**config.mk**
```make
export PLATFORM = sky130hd
export DESIGN_NAME = dm_ea_gen
export DESIGN_NICKNAME = d
export VERILOG_FILES = /design/src/rtl/dm_ea_pkg.sv /design/src/rtl/dm_ea_decode.sv /design/src/rtl/dm_ea_calc.sv /design/src/rtl/dm_ea_gen.sv
export SDC_FILE = /design/constraint.sdc
export NUM_CORES = 1
export LEC_CHECK = 0
export ABC_AREA = 1
export BUFFER_PORTS_ARGS = -buffer_cell sky130_fd_sc_hd__buf_2
export CAP_MARGIN = 20
export CORE_MARGIN = 4
export CORE_UTILIZATION = 30
export DETAILED_ROUTE_END_ITERATION = 16
export MAX_ROUTING_LAYER = met4
export PLACE_DENSITY_LB_ADDON = 0.15
export SYNTH_ARGS = -nofsm -noshare
export SYNTH_HDL_FRONTEND = slang
export SYNTH_SLANG_ARGS = --single-unit
```
**constraint.sdc**
```tcl
create_clock -name clk -period 1 [get_ports clk]
set_clock_uncertainty 0.2 [all_clocks]
set_input_delay 0.1 -clock clk [delete_from_list [all_inputs] [get_ports clk]]
set_output_delay 0.1 -clock clk [all_outputs]
set_load 0.005 [all_outputs]
```
**src/rtl/dm_ea_pkg.sv**
```systemverilog
package dm_ea_pkg;
    localparam int unsigned DW = 8;
    localparam int unsigned AW = 2 * DW;

    localparam logic [DW-1:0] CODE_ABS  = 8'h98;
    localparam logic [DW-1:0] CODE_XDP  = 8'hD4;
    localparam logic [DW-1:0] CODE_XINC = 8'hDB;
    localparam logic [DW-1:0] CODE_XOFS = 8'hC6;

    typedef enum logic [1:0] {
        AM_ABS  = 2'd0,
        AM_XDP  = 2'd1,
        AM_XINC = 2'd2,
        AM_XOFS = 2'd3
    } amode_e;

    typedef enum logic [1:0] {
        ST_IDLE  = 2'd0,
        ST_ISSUE = 2'd1,
        ST_FAULT = 2'd2
    } fsm_e;
endpackage

```
**src/rtl/dm_ea_decode.sv**
```systemverilog
module dm_ea_decode
    import dm_ea_pkg::*;
#(
    parameter int unsigned W = DW
) (
    input  logic [W-1:0] code,
    output amode_e       am,
    output logic         legal
);
    always_comb begin
        am    = AM_ABS;
        legal = 1'b1;
        case (code)
            CODE_ABS:  am = AM_ABS;
            CODE_XDP:  am = AM_XDP;
            CODE_XINC: am = AM_XINC;
            CODE_XOFS: am = AM_XOFS;
            default:   legal = 1'b0;
        endcase
    end
endmodule

```
**src/rtl/dm_ea_calc.sv**
```systemverilog
module dm_ea_calc
    import dm_ea_pkg::*;
#(
    parameter int unsigned W = DW,
    localparam int unsigned A = 2 * W
) (
    input  amode_e       am,
    input  logic [W-1:0] op_lo,
    input  logic [W-1:0] op_hi,
    input  logic [W-1:0] x_cur,
    input  logic         dp_sel,
    input  logic [W-1:0] page_reg,
    output logic [A-1:0] addr,
    output logic [W-1:0] x_nxt,
    output logic         inc
);
    logic [W-1:0] page_hi;
    logic [W-1:0] ofs_sum;

    assign page_hi = dp_sel ? page_reg : '0;
    assign ofs_sum = op_lo + x_cur;
    assign x_nxt   = x_cur + {{(W-1){1'b0}}, 1'b1};

    always_comb begin
        inc = 1'b0;
        unique case (am)
            AM_ABS:  addr = {op_hi, op_lo};
            AM_XDP:  addr = {page_hi, x_cur};
            AM_XINC: begin
                addr = {page_hi, x_cur};
                inc  = 1'b1;
            end
            AM_XOFS: addr = {page_hi, ofs_sum};
            default: addr = '0;
        endcase
    end
endmodule

```
**src/rtl/dm_ea_gen.sv**
```systemverilog
module dm_ea_gen
    import dm_ea_pkg::*;
#(
    parameter int unsigned W = DW,
    localparam int unsigned A = 2 * W
) (
    input  logic         clk,
    input  logic         rst_n,
    input  logic         start,
    input  logic [W-1:0] mode,
    input  logic [W-1:0] op_lo,
    input  logic [W-1:0] op_hi,
    input  logic [W-1:0] x_in,
    input  logic         dp_sel,
    input  logic [W-1:0] page_reg,
    output logic [A-1:0] ea,
    output logic         ea_valid,
    output logic [W-1:0] x_out,
    output logic         x_we,
    output logic         mode_err
);
    amode_e       am;
    logic         legal;
    logic [A-1:0] addr_c;
    logic [W-1:0] xn_c;
    logic         inc_c;

    fsm_e         state_q, state_d;
    logic [A-1:0] ea_q;
    logic [W-1:0] x_q;
    logic         inc_q;

    dm_ea_decode #(.W(W)) u_dec (
        .code  (mode),
        .am    (am),
        .legal (legal)
    );

    dm_ea_calc #(.W(W)) u_calc (
        .am       (am),
        .op_lo    (op_lo),
        .op_hi    (op_hi),
        .x_cur    (x_in),
        .dp_sel   (dp_sel),
        .page_reg (page_reg),
        .addr     (addr_c),
        .x_nxt    (xn_c),
        .inc      (inc_c)
    );

    // next-state: identical from every state (issue / reject / retire)
    always_comb begin
        if (start && legal)
            state_d = ST_ISSUE;
        else if (start)
            state_d = ST_FAULT;
        else
            state_d = ST_IDLE;
    end

    // state and captured data
    always_ff @(posedge clk or negedge rst_n) begin
        if (!rst_n) begin
            state_q <= ST_IDLE;
            ea_q    <= '0;
            x_q     <= '0;
            inc_q   <= 1'b0;
        end else begin
            state_q <= state_d;
            if (start && legal) begin
                ea_q  <= addr_c;
                inc_q <= inc_c;
                if (inc_c)
                    x_q <= xn_c;
            end
        end
    end

    // outputs decoded from state
    always_comb begin
        ea       = ea_q;
        x_out    = x_q;
        ea_valid = 1'b0;
        x_we     = 1'b0;
        mode_err = 1'b0;
        unique case (state_q)
            ST_IDLE:  ;
            ST_ISSUE: begin
                ea_valid = 1'b1;
                x_we     = inc_q;
            end
            ST_FAULT: mode_err = 1'b1;
            default:  ;
        endcase
    end
endmodule

```
Yosys cells after proc, flatten, opt, wreduce, memory -nomap -nowiden
Cells that the tools add are included.
W data, S select, Z words.
{ "op_classes": {"n_addsub": 2, "n_eq_ne": 9, "n_mux": 10, "n_reduce_logical": 5} }
{ "ops": {"columns": ["op", "count"], "rows": [
  ["$pmux W16 S3", 1],
  ["$eq A8 B8 Y1 const B", 4],
  ["$add A8 B1 Y8 const B", 1],
  ["$add A8 B8 Y8", 1],
  ["$mux W8", 1],
  ["$eq A2 B2 Y1 const B", 3],
  ["$pmux W2 S3", 1],
  ["$mux W1", 5],
  ["$eq A2 B1 Y1 const B", 2],
  ["$mux W2", 2],
  ["$reduce_or A4 Y1", 1],
  ["$logic_not A2 Y1", 1],
  ["$reduce_and A2 Y1", 1],
  ["$reduce_or A2 Y1", 1],
  ["$logic_and A1 B1 Y1", 1]
]} }
{ "word_totals": {"register_bits": 27, "input_bits": 44, "out_inout_bits": 27, "word_cells": 30} }

Depth between registers and ports, before layout
Gate-level depths: netlist of run 1.
{ "logic_depth": {"depth_word": 5, "mapped_depth": 13, "ltp_nobuf": 12} }

Cells and area by module
Synthesis of run 1 repeated with hierarchy kept, for this count alone.
{ "hier_totals": {"hier_cells": 282, "area_unflattened_um2": 1993.2} }
{ "by_module_without_submodules": {"columns": ["module", "instances", "cells_each", "area_each_um2", "seq_area_each_um2"], "rows": [
  ["dm_ea_gen", 1, 116, 1071.0, 675.6],
  ["dm_ea_calc", 1, 133, 790.8, 0.0],
  ["dm_ea_decode", 1, 33, 131.4, 0.0]
]} }

Worst setup path before layout of run 1
Ideal clock, no wire load.
{ "synth_timing": {"kind": "input-to-reg", "from": "input mode[5]", "to": "register ea_q[10] (netlist: ea[10])", "setup_time_ps": 117, "arrival_ps": 1434, "required_ps": 683, "slack_ps": -750, "path_stages": 11, "n_path_buf": 1, "path_cell_list": "inv_1 > nand2_1 > nor2_2 > nand2_1 > nand2_1 > ha_1 > clkbuf_1 > o211ai_1 > o21ai_0 > nand2_1 > nand2_1"} }
{ "synth_between": {"elab_chain_len": 5, "word_cells_on_any_way": 14, "classes_between": "7 x eq/ne; 3 x mux; 4 x reduce/logical"} }
{ "synth_rtl": {"columns": ["element", "line_no", "rtl"], "rows": [
  ["start, declared", "dm_ea_gen.sv:10", "input logic [W-1:0] mode,"],
  ["$eq A8 B8 Y1", "dm_ea_decode.sv:13", "case (code)"],
  ["$pmux W2 S3", "dm_ea_decode.sv:13", null],
  ["$eq A2 B1 Y1 or $eq A2 B2 Y1 (tied branches)", "dm_ea_calc.sv:26", "unique case (am)"],
  ["$reduce_or A2 Y1 (no line)", null, null],
  ["$pmux W16 S3", "dm_ea_calc.sv:26", null],
  ["end signal, assigned", "dm_ea_gen.sv:71", "ea_q <= addr_c;"],
  ["end, declared", "dm_ea_gen.sv:29", "logic [A-1:0] ea_q;"]
]} }
Several ways; a longest one is shown, not always the timed one.
A chain may end at the register's enable or synchronous reset.

Final worst setup path of run 1
{ "layout_timing": {"from": "input mode[5]", "to": "register ea_q[14] (netlist: ea[14])"} }
The elaborated chain is that of the path after synthesis.

==> results of run 1 <==
-- power by group --
part	total (uW)	switching, uW	internal [uW]	leakage [uW]
clock	646	363	283	0.0000217
sequential	1270	63.4	1210	0.000362
combinational	1060	479	585	0.00156
-- critical path, stage by stage --
cell	delay, ns
buf_8	0.11
inv_12	0.05
nand2_4	0.04
nor2_4	0.12
nand2_4	0.07
nand2_4	0.10
ha_4	0.23
o211ai_1	0.16
buf_4	0.19
o21ai_1	0.08
nand2_1	0.05
nand2_1	0.05
-- kinds of logic after synthesis --
family                   count (synthesis)  share of synthesized area
adder cells (fa/ha/maj)                 12                     0.0805
AO/OA/AOI/OAI                           32                     0.0977
XOR/XNOR                                 7                     0.0313
flip-flops                              27                      0.345
buffers and inverters                   44                     0.0977
multiplexers                             2                     0.0102
AND/OR/NAND/NOR                        158                      0.338
-- path summary, 6_finish.rpt --
kind                                   endpoint  slack [ns]  depth (start not counted)
max in group asynchronous  x_out[5]$_DFFE_PN0P_        0.35                          3
setup reg to reg           x_out[3]$_DFFE_PN0P_       -0.04                          4
setup / recovery             ea[14]$_DFFE_PN0P_       -0.37                         12
hold / removal             x_out[0]$_DFFE_PN0P_       -0.07                          3
min in group asynchronous    ea[11]$_DFFE_PN0P_        0.09                          3
hold reg to reg            x_out[2]$_DFFE_PN0P_        0.29                          2
-- synthesized netlist by cell type (all sizes together) --
cell type and count:
nor2 24, o211ai 1, dfrtp 27, o21ai 20
fa 1, nand3 15, clkinv 1, xor2 3
a21oi 8, mux2i 2, clkbuf 2, nand4 2
ha 11, xnor2 4, nand3b 1, nor3 1
nand2 112, a22o 2, a21o 1, buf 6
or2 3, inv 35
-- area by class of cell --
type / count / share of cell area
clock buffers: 3 / 0.0115
clock inverters: 1 / 0.00210
inverters: 36 / 0.0559
multi-input cells: 212 / 0.394
flip-flops and latches: 27 / 0.189
well taps: 77 / 0.0269
repair buffers: 149 / 0.316
repair inverters: 1 / 0.00454
-- per-layer routing --
layer / part of all wire / vias up / routed length [um]
met5: 0 / - / 0
met4: 0.010 / 0 / 62
met3: 0.037 / 4 / 223
met1: 0.46 / 1004 / 2830
met2: 0.49 / 44 / 2980
li1: - / 1176 / -
-- repair_timing --
item | in CTS | in global routing
buffers inserted | 16 | 13
pin swaps | 32 | 37
gates resized for setup | 46 | 50
setup endpoints to repair | 53 | 54
cloned | 2 | 0
hold endpoints to repair | 41 | 4
-- through the flow --
step,cells,setup slack (ns),hold WS (ns),TNS (ns),area (um2)
6_report,506,-0.369,-0.0747,-10.63,3580
5_1_grt,506,-0.482,-0.0756,-13.52,3580
4_1_cts,493,-0.397,-0.0505,-10.81,3290
3_5_place_dp,454,-0.871,-0.140,-19.16,2760
3_3_place_gp,454,-0.850,-0.139,-18.87,2760
2_1_floorplan,282,-0.656,-0.396,-10.99,2120
-- flip-flops by register name, summed over array words and instances (netlist names) --
name,flops
inc_q,1
ea,16
x_out,8
state_q,2
==> impl_metrics.env, run 1 <==
export IMPL_status="finished, violations left"
export IMPL_violations="hold timing, setup timing"
export IMPL_use_met3=0.0149
export IMPL_start_util=0.309
export IMPL_synth_top_cells_by_area="dfrtp_1 (34%), nand2_1 (21%), ha_1 (7.0%)"
export IMPL_netlist_area_mm2=0.00196
export IMPL_setup_slack_ns=-0.369
export IMPL_ys_types=30
export IMPL_multi_input_area_mm2=0.00141
export IMPL_grt_pass1_vias=2054
export IMPL_p_total_uw=2980
export IMPL_use_met1=0.219
export IMPL_synth_largest_area_cell="dfrtp_1"
export IMPL_grt_pass1_wl_mm=9.60
export IMPL_ios=71
export IMPL_slew_headroom=0.854
export IMPL_die_area_mm2=0.00789
export IMPL_insertion_delay_ns=0.28
export IMPL_dr_pass1_iters=4
export IMPL_core_mm2=0.00635
export IMPL_hold_violations=6
export IMPL_synth_seq_area_share=0.345
export IMPL_grt_usage=0.158
export IMPL_cp_start_kind="input port"
export IMPL_ant_nets=0
export IMPL_drv_cap=0
export IMPL_globalplace_congestion=0.825
export IMPL_busiest_layer="met2"
export IMPL_synth_warnings=0
export IMPL_drt_wl_total_mm=6.10
export IMPL_crit_fanout=8
export IMPL_die_h_um=88.8
export IMPL_rows=29
export IMPL_finish_utilization=0.564
export IMPL_ff_latch_area_um2=676
export IMPL_grt_max_degree=28
export IMPL_p_leak_uw=0.00194
export IMPL_most_common_layout_cells="nand2_1 (88), buf_2 (60), buf_4 (54)"
export IMPL_synthCells=282
export IMPL_rsz0062_at_grt="yes"
export IMPL_hold_buffers=17
export IMPL_holdCritStartpoint="x_in[0]"
export IMPL_met2_usage=0.249
export IMPL_clockRootBuffer="clkbuf_8"
export IMPL_fmax_mhz=731
export IMPL_finalMaxSlewViolations=0
export IMPL_wl_per_cell_um=12.1
export IMPL_holdCritPathClass="in -> reg"
export IMPL_syn_to_final_growth_pct=82.7
export IMPL_overflow=0
export IMPL_diodes=0
export IMPL_drt_iter0_drc=48
export IMPL_worst_pin_slew_ns=0.218
export IMPL_clock_sinks=27
export IMPL_power_density_mw_per_mm2=833
export IMPL_startpoint="mode[5]"
export IMPL_crit_path_end_kind="flip-flop"
export IMPL_r2r_start="x_out[3]$_DFFE_PN0P_"
export IMPL_setup_viol=53
export IMPL_viasPerCell=4.40
export IMPL_antenna_found_initial=0
export IMPL_drive_gt1_frac=0.497
export IMPL_crit_required_ns=0.98
export IMPL_path_class="in -> reg"
export IMPL_ys_ff_latch=27
export IMPL_syn_num_nets=338
export IMPL_finalCritPeriodShare=1.37
export IMPL_die_x_um=88.8
export IMPL_vias=2228
export IMPL_nets=486
export IMPL_fill_cells=595
export IMPL_period_minus_slack_ns=1.37
export IMPL_yosysTopAreaCellShare=0.345
export IMPL_arrival_ns=1.35
export IMPL_io_buffers=70
export IMPL_final_hold_worst_slack_ns=-0.0747
export IMPL_cts_path_max_buffers=2
export IMPL_path_clk_slew_ns=0.11
export IMPL_final_common_cell="nand2_1"
export IMPL_max_vdd_ir_drop_v=0.000573
export IMPL_dp_hpwl_mm=4.28
export IMPL_drc=0
export IMPL_htreeDepth=1
export IMPL_cts_tree="done"
export IMPL_synth_avg_cell_area_um2=6.95
export IMPL_numCtsBuffers=3
No activity file was read; power rests on OpenSTA's default activity.
==> inputs of run 2 (changes only) <==
--- a/config.mk
+++ b/config.mk
@@ -12,7 +12,7 @@
 export CORE_UTILIZATION = 30
 export DETAILED_ROUTE_END_ITERATION = 16
 export MAX_ROUTING_LAYER = met4
-export PLACE_DENSITY_LB_ADDON = 0.15
+export PLACE_DENSITY_LB_ADDON = 0.2
 export SYNTH_ARGS = -nofsm -noshare
 export SYNTH_HDL_FRONTEND = slang
 export SYNTH_SLANG_ARGS = --single-unit
==> run 2 against run 1 <==
Effect of this change:
- largest power group unchanged
- fmax is 3.5% lower
- via count decreased by 2.0%
- cell area decreased by 3.8%
- worst hold slack worse by 0.014 ns
- the run still ends with hold timing, setup timing left
- count of clock-buffer cells in the layout did not move
==> impl_metrics.env, run 2 (synthesis results as in run 1) <==
export IMPL_die_h_um=88.8
export IMPL_hold_buffers=18
export IMPL_placedInstanceArea_mm2=0.00278
export IMPL_final_area_mm2=0.00344
export IMPL_status="finished, violations left"
export IMPL_cts_tree="done"
export IMPL_numCtsBuffers=3
export IMPL_most_common_layout_cells="nand2_1 (93), buf_2 (60), buf_4 (46)"
export IMPL_power_density_mw_per_mm2=859
export IMPL_viasPerCell=4.42
export IMPL_p_leak_uw=0.00188
export IMPL_setup_slack_ns=-0.418
export IMPL_max_vdd_ir_drop_v=0.000625
export IMPL_start_util=0.309
export IMPL_period_minus_slack_ns=1.42
export IMPL_diodes=0
export IMPL_power_internal_uw=2050
export IMPL_wl_per_cell_um=12.1
export IMPL_sw_frac_of_total=0.305
export IMPL_r2r_slack_ns=-0.05
export IMPL_holdCritStartpoint="op_lo[0]"
export IMPL_fmax_mhz=705
export IMPL_dr_pass1_iters=4
export IMPL_grt_usage=0.157
export IMPL_globalplace_congestion=0.883
export IMPL_switching_power_uw=903
export IMPL_grt_max_degree=28
export IMPL_largest_reg_flops=16
export IMPL_path_clk_slew_ns=0.10
export IMPL_ant_nets=0
export IMPL_die_area_mm2=0.00789
export IMPL_finalMaxSlewViolations=0
export IMPL_hold_path_end="ea[0]$_DFFE_PN0P_"
export IMPL_timing_setup_tns_ns=-10.58
export IMPL_clock_sinks=27
export IMPL_antenna_found_initial=0
export IMPL_nets=474
export IMPL_reg2reg_depth=4
export IMPL_drt_wl_total_mm=5.97
export IMPL_seqPwrFrac=0.428
export IMPL_finish_utilization=0.542
export IMPL_r2r_start="x_out[0]$_DFFE_PN0P_"
export IMPL_hold_violations=6
export IMPL_worst_pin_slew_ns=0.220
export IMPL_io_buffers=70
export IMPL_setup_viol=52
export IMPL_final_common_cell="nand2_1"
export IMPL_final_hold_worst_slack_ns=-0.0884
export IMPL_clockRootBuffer="clkbuf_8"
export IMPL_cp_start_kind="input port"
export IMPL_path_class="in -> reg"
export IMPL_clockPowerShare=0.219
export IMPL_fill_cells=607
export IMPL_rsz0062_at_grt="yes"
export IMPL_ios=71
export IMPL_crit_path_end_kind="flip-flop"
export IMPL_grt_pass1_wl_mm=9.58
export IMPL_grt_pass1_vias=2101
export IMPL_htreeDepth=1
export IMPL_overflow=0
export IMPL_slew_headroom=0.853
export IMPL_drive_gt1_frac=0.463
export IMPL_holdPathStages=3
export IMPL_rows=29
export IMPL_combPwrFrac=0.352
export IMPL_cts_path_max_buffers=2
export IMPL_die_x_um=88.8
export IMPL_insertion_delay_ns=0.28
export IMPL_rr_endpoint="x_out[0]$_DFFE_PN0P_"
export IMPL_drv_cap=0
export IMPL_crit_fanout=8
export IMPL_arrival_ns=1.40
export IMPL_crit_required_ns=0.98
export IMPL_syn_to_final_growth_pct=75.7
export IMPL_dp_hpwl_mm=4.42
export IMPL_dp_cells=453
export IMPL_final_cells=494
export IMPL_finalCritPeriodShare=1.42
export IMPL_drt_iter0_drc=30
export IMPL_violations="hold timing, setup timing"
export IMPL_holdCritPathClass="in -> reg"
export IMPL_core_mm2=0.00635
export IMPL_drc=0
export IMPL_vias=2184
==> run 2: routing by layer <==
layer	GRT usage	up-vias	share of wire
met2	0.271	35	0.51
met3	0.0112	7	0.035
met1	0.197	994	0.43
met4	0.0426	0	0.015
li1	-	1148	-
met5	-	-	0
==> run 2: area by class of cell <==
type	instances	area, um2	area share
well taps	77	96.3	0.0280
multi-input cells	211	1390	0.402
inverters	36	188	0.0545
clock inverters	1	7.51	0.00218
clock buffers	3	41.3	0.0120
repair buffers	139	1050	0.305
flip-flops and latches	27	676	0.196
==> run 2: worst max-delay path by stage <==
| stage | cells after the start | end | from | slack [ns] |
|---|---|---|---|---|
| 2_1_floorplan | 11 | ea[10]$_DFFE_PN0P_ | mode[5] | -0.66 |
| 3_3_place_gp | 12 | ea[10]$_DFFE_PN0P_ | mode[0] | -0.81 |
| 4_1_cts | 12 | ea[8]$_DFFE_PN0P_ | mode[5] | -0.41 |
| 6_report | 12 | ea[8]$_DFFE_PN0P_ | mode[5] | -0.42 |
| 3_5_place_dp | 14 | ea[10]$_DFFE_PN0P_ | mode[0] | -0.81 |
| 5_1_grt | 12 | ea[8]$_DFFE_PN0P_ | mode[3] | -0.51 |
==> run 2: stage by stage <==
| stage | hold slack [ns] | worst slack (ns) | power [uW] |
|---|---|---|---|
| after floorplan | -0.396 | -0.656 | 1670 |
| after global placement | -0.142 | -0.811 | 2070 |
| after detailed placement | -0.143 | -0.814 | 2090 |
| after CTS | -0.0883 | -0.409 | 2880 |
| after global routing | -0.0868 | -0.510 | 3150 |
| final | -0.0884 | -0.418 | 2960 |
==> run 2: worst max-delay path, cell delays in order <==
cell and delay, ns:
buf_8 0.11, inv_12 0.05, nand2_4 0.04, nor2_4 0.12
nand2_2 0.08, nand2_4 0.09, ha_4 0.21, o211ai_1 0.17
buf_4 0.21, o21ai_1 0.08, nand2_1 0.07, nand2_1 0.06
==> run 2: timing repair <==
item | 4_1_cts | 5_1_grt
gates resized for setup | 54 | 24
endpoints found under the hold margin | 42 | 2
pin swaps | 33 | 15
endpoints found under the setup margin | 53 | 53
setup buffers | 11 | 8
==> run 2: power groups by stage <==
stage / logic [uW] / registers [uW] / clock network [uW]
after CTS: 950 / 1260 / 661
after global placement: 788 / 1280 / 0
after detailed placement: 801 / 1290 / 0
final: 1040 / 1270 / 649
after floorplan: 369 / 1300 / 0
after global routing: 1170 / 1280 / 708
==> inputs of run 3 (changes only) <==
==> constraint.sdc (replaced) <==
create_clock -name clk -period 1 [get_ports clk]
set_clock_uncertainty 0.2 [all_clocks]
set_input_delay 0.2 -clock clk [delete_from_list [all_inputs] [get_ports clk]]
set_output_delay 0.2 -clock clk [all_outputs]
set_load 0.005 [all_outputs]
==> run 3 against run 2 <==
Effect of this change:
- the run ends with setup timing left
- flip-flop and latch count did not move
- sequential power barely moved
- global-route usage rose by 0.084 points
- critical path type unchanged
- highest routed layer unchanged
==> impl_metrics.env, run 3 (synthesis results as in run 1) <==
export IMPL_dp_hpwl_mm=4.46
export IMPL_sw_frac_of_total=0.303
export IMPL_crit_path_top_delay_cell="o211ai_1"
export IMPL_core_mm2=0.00635
export IMPL_grt_pass1_vias=2015
export IMPL_power_density_mw_per_mm2=842
export IMPL_r2r_slack_ns=-0.05
export IMPL_grt_usage=0.158
export IMPL_antenna_found_initial=0
export IMPL_arrival_ns=1.48
export IMPL_die_x_um=88.8
export IMPL_slew_headroom=0.842
export IMPL_ant_nets=0
export IMPL_reg2reg_depth=4
export IMPL_clockRootBuffer="clkbuf_8"
export IMPL_die_h_um=88.8
export IMPL_grt_pass1_wl_mm=9.53
export IMPL_cts_path_max_buffers=2
export IMPL_ios=71
export IMPL_cp_start_kind="input port"
export IMPL_overflow=0
export IMPL_drive_gt1_frac=0.535
export IMPL_path_clk_slew_ns=0.09
export IMPL_crit_path_cell_trace="buf_6 -> inv_8 -> nand2_2 -> nor2_2 -> nand2_2 -> nand2_4 -> ha_4 -> o211ai_1 -> buf_6 -> o21ai_2 -> nand2_1 -> nand2_1"
export IMPL_final_cells=488
export IMPL_drt_wl_total_mm=5.97
export IMPL_p_leak_uw=0.00188
export IMPL_setup_viol=54
export IMPL_holdCritStartpoint="op_lo[0]"
export IMPL_rr_endpoint="x_out[0]$_DFFE_PN0P_"
export IMPL_status="finished, violations left"
export IMPL_dr_pass1_iters=4
export IMPL_htreeDepth=1
export IMPL_crit_required_ns=0.97
export IMPL_timing_setup_tns_ns=-17.42
export IMPL_hold_violations=0
export IMPL_vias=2181
export IMPL_holdCritPathClass="in -> reg"
export IMPL_rsz0062_at_grt="yes"
export IMPL_setup_slack_ns=-0.508
export IMPL_most_common_layout_cells="nand2_1 (86), buf_2 (60), buf_4 (48)"
export IMPL_violations="setup timing"
export IMPL_insertion_delay_ns=0.27
export IMPL_start_util=0.309
export IMPL_nets=468
export IMPL_finalCritPeriodShare=1.51
export IMPL_combPwrFrac=0.354
export IMPL_final_hold_worst_slack_ns=0.0103
export IMPL_switching_power_uw=891
export IMPL_globalplace_congestion=0.882
export IMPL_viasPerCell=4.47
export IMPL_holdPathStages=3
export IMPL_diodes=0
export IMPL_drc=0
export IMPL_die_area_mm2=0.00789
export IMPL_cp_slowest_stage_delay_ns=0.22
export IMPL_power_internal_uw=2040
export IMPL_r2r_start="x_out[0]$_DFFE_PN0P_"
export IMPL_hold_path_end="ea[0]$_DFFE_PN0P_"
export IMPL_largest_reg_flops=16
export IMPL_drt_iter0_drc=66
export IMPL_fmax_mhz=663
export IMPL_dp_cells=454
export IMPL_rows=29
export IMPL_seqPwrFrac=0.431
export IMPL_worst_pin_slew_ns=0.236
export IMPL_path_class="in -> reg"
export IMPL_syn_to_final_growth_pct=77.9
export IMPL_period_minus_slack_ns=1.51
export IMPL_clock_sinks=27
export IMPL_drv_cap=0
export IMPL_crit_fanout=8
export IMPL_io_buffers=70
export IMPL_finalMaxSlewViolations=0
export IMPL_clockPowerShare=0.215
export IMPL_crit_path_end_kind="flip-flop"
export IMPL_cts_tree="done"
export IMPL_grt_max_degree=21
export IMPL_max_vdd_ir_drop_v=0.000565
export IMPL_wl_per_cell_um=12.2
export IMPL_numCtsBuffers=3
export IMPL_final_common_cell="nand2_1"
## run 3: changes by cell type in the layout (fill, tap and decap cells not counted), sizes merged
cell / delta
clkinv: +1
clkbuf: +1
buf: +9
nand3: +1
clkinvlp: -1
dlygate4sd3: -17
## run 3: power by group through the flow
stage	sequential, uW	clock [uW]	combinational, uW
3_3_place_gp	1290	0	802
4_1_cts	1270	638	960
5_1_grt	1280	676	1160
2_1_floorplan	1300	0	369
3_5_place_dp	1290	0	814
6_report	1270	631	1040
## run 3: cell type report
type,instances,area (um2)
fill,584,2860
multi-input combinational,212,1480
timing repair buffer,131,978
sequential,27,676
inverter,36,195
tap,77,96.3
clock buffer,4,45.0
timing repair inverter,1,16.3
## run 3: through the flow
stage	utilization	instance area [um2]	total power (uW)	setup WS, ns
after floorplan	-	2120	1670	-0.756
after global placement	0.439	2790	2090	-0.900
after detailed placement	0.439	2790	2100	-0.913
after CTS	0.513	3250	2870	-0.528
after global routing	0.549	3490	3120	-0.582
final	0.549	3490	2940	-0.508
## run 3: how the worst max path moves through the flow
| stage | start | endpoint | depth (start not counted) |
|---|---|---|---|
| finish | mode[2] | ea[10]$_DFFE_PN0P_ | 12 |
| global route | mode[5] | ea[10]$_DFFE_PN0P_ | 12 |
| CTS | mode[5] | ea[9]$_DFFE_PN0P_ | 12 |
| detailed placement | mode[0] | ea[10]$_DFFE_PN0P_ | 14 |
| global placement | mode[0] | ea[10]$_DFFE_PN0P_ | 12 |
| floorplan | mode[5] | ea[10]$_DFFE_PN0P_ | 11 |
## run 3: what timing repair did
| item | CTS | global route |
|---|---|---|
| gates resized for setup | 73 | 32 |
| hold buffers | 1 | 0 |
| pin swaps | 37 | 30 |
| endpoints found under the setup margin | 53 | 54 |
| setup buffers | 17 | 10 |
| endpoints found under the hold margin | 27 | 0 |
| gates cloned | 2 | 0 |
## run 3: metal layers
metal / wire length [um] / part of all wire / GRT usage
met5: 0 / 0 / -
met1: 2560 / 0.43 / 0.203
met4: 74 / 0.012 / 0.0412
met3: 224 / 0.038 / 0.00838
met2: 3100 / 0.52 / 0.269
## run 3: critical path, delay by kind of cell
family / cells / cell delay (ns)
fa+ha+maj: 1 / 0.20
compound gates: 2 / 0.29
buf+inv: 3 / 0.36
simple gates: 6 / 0.43
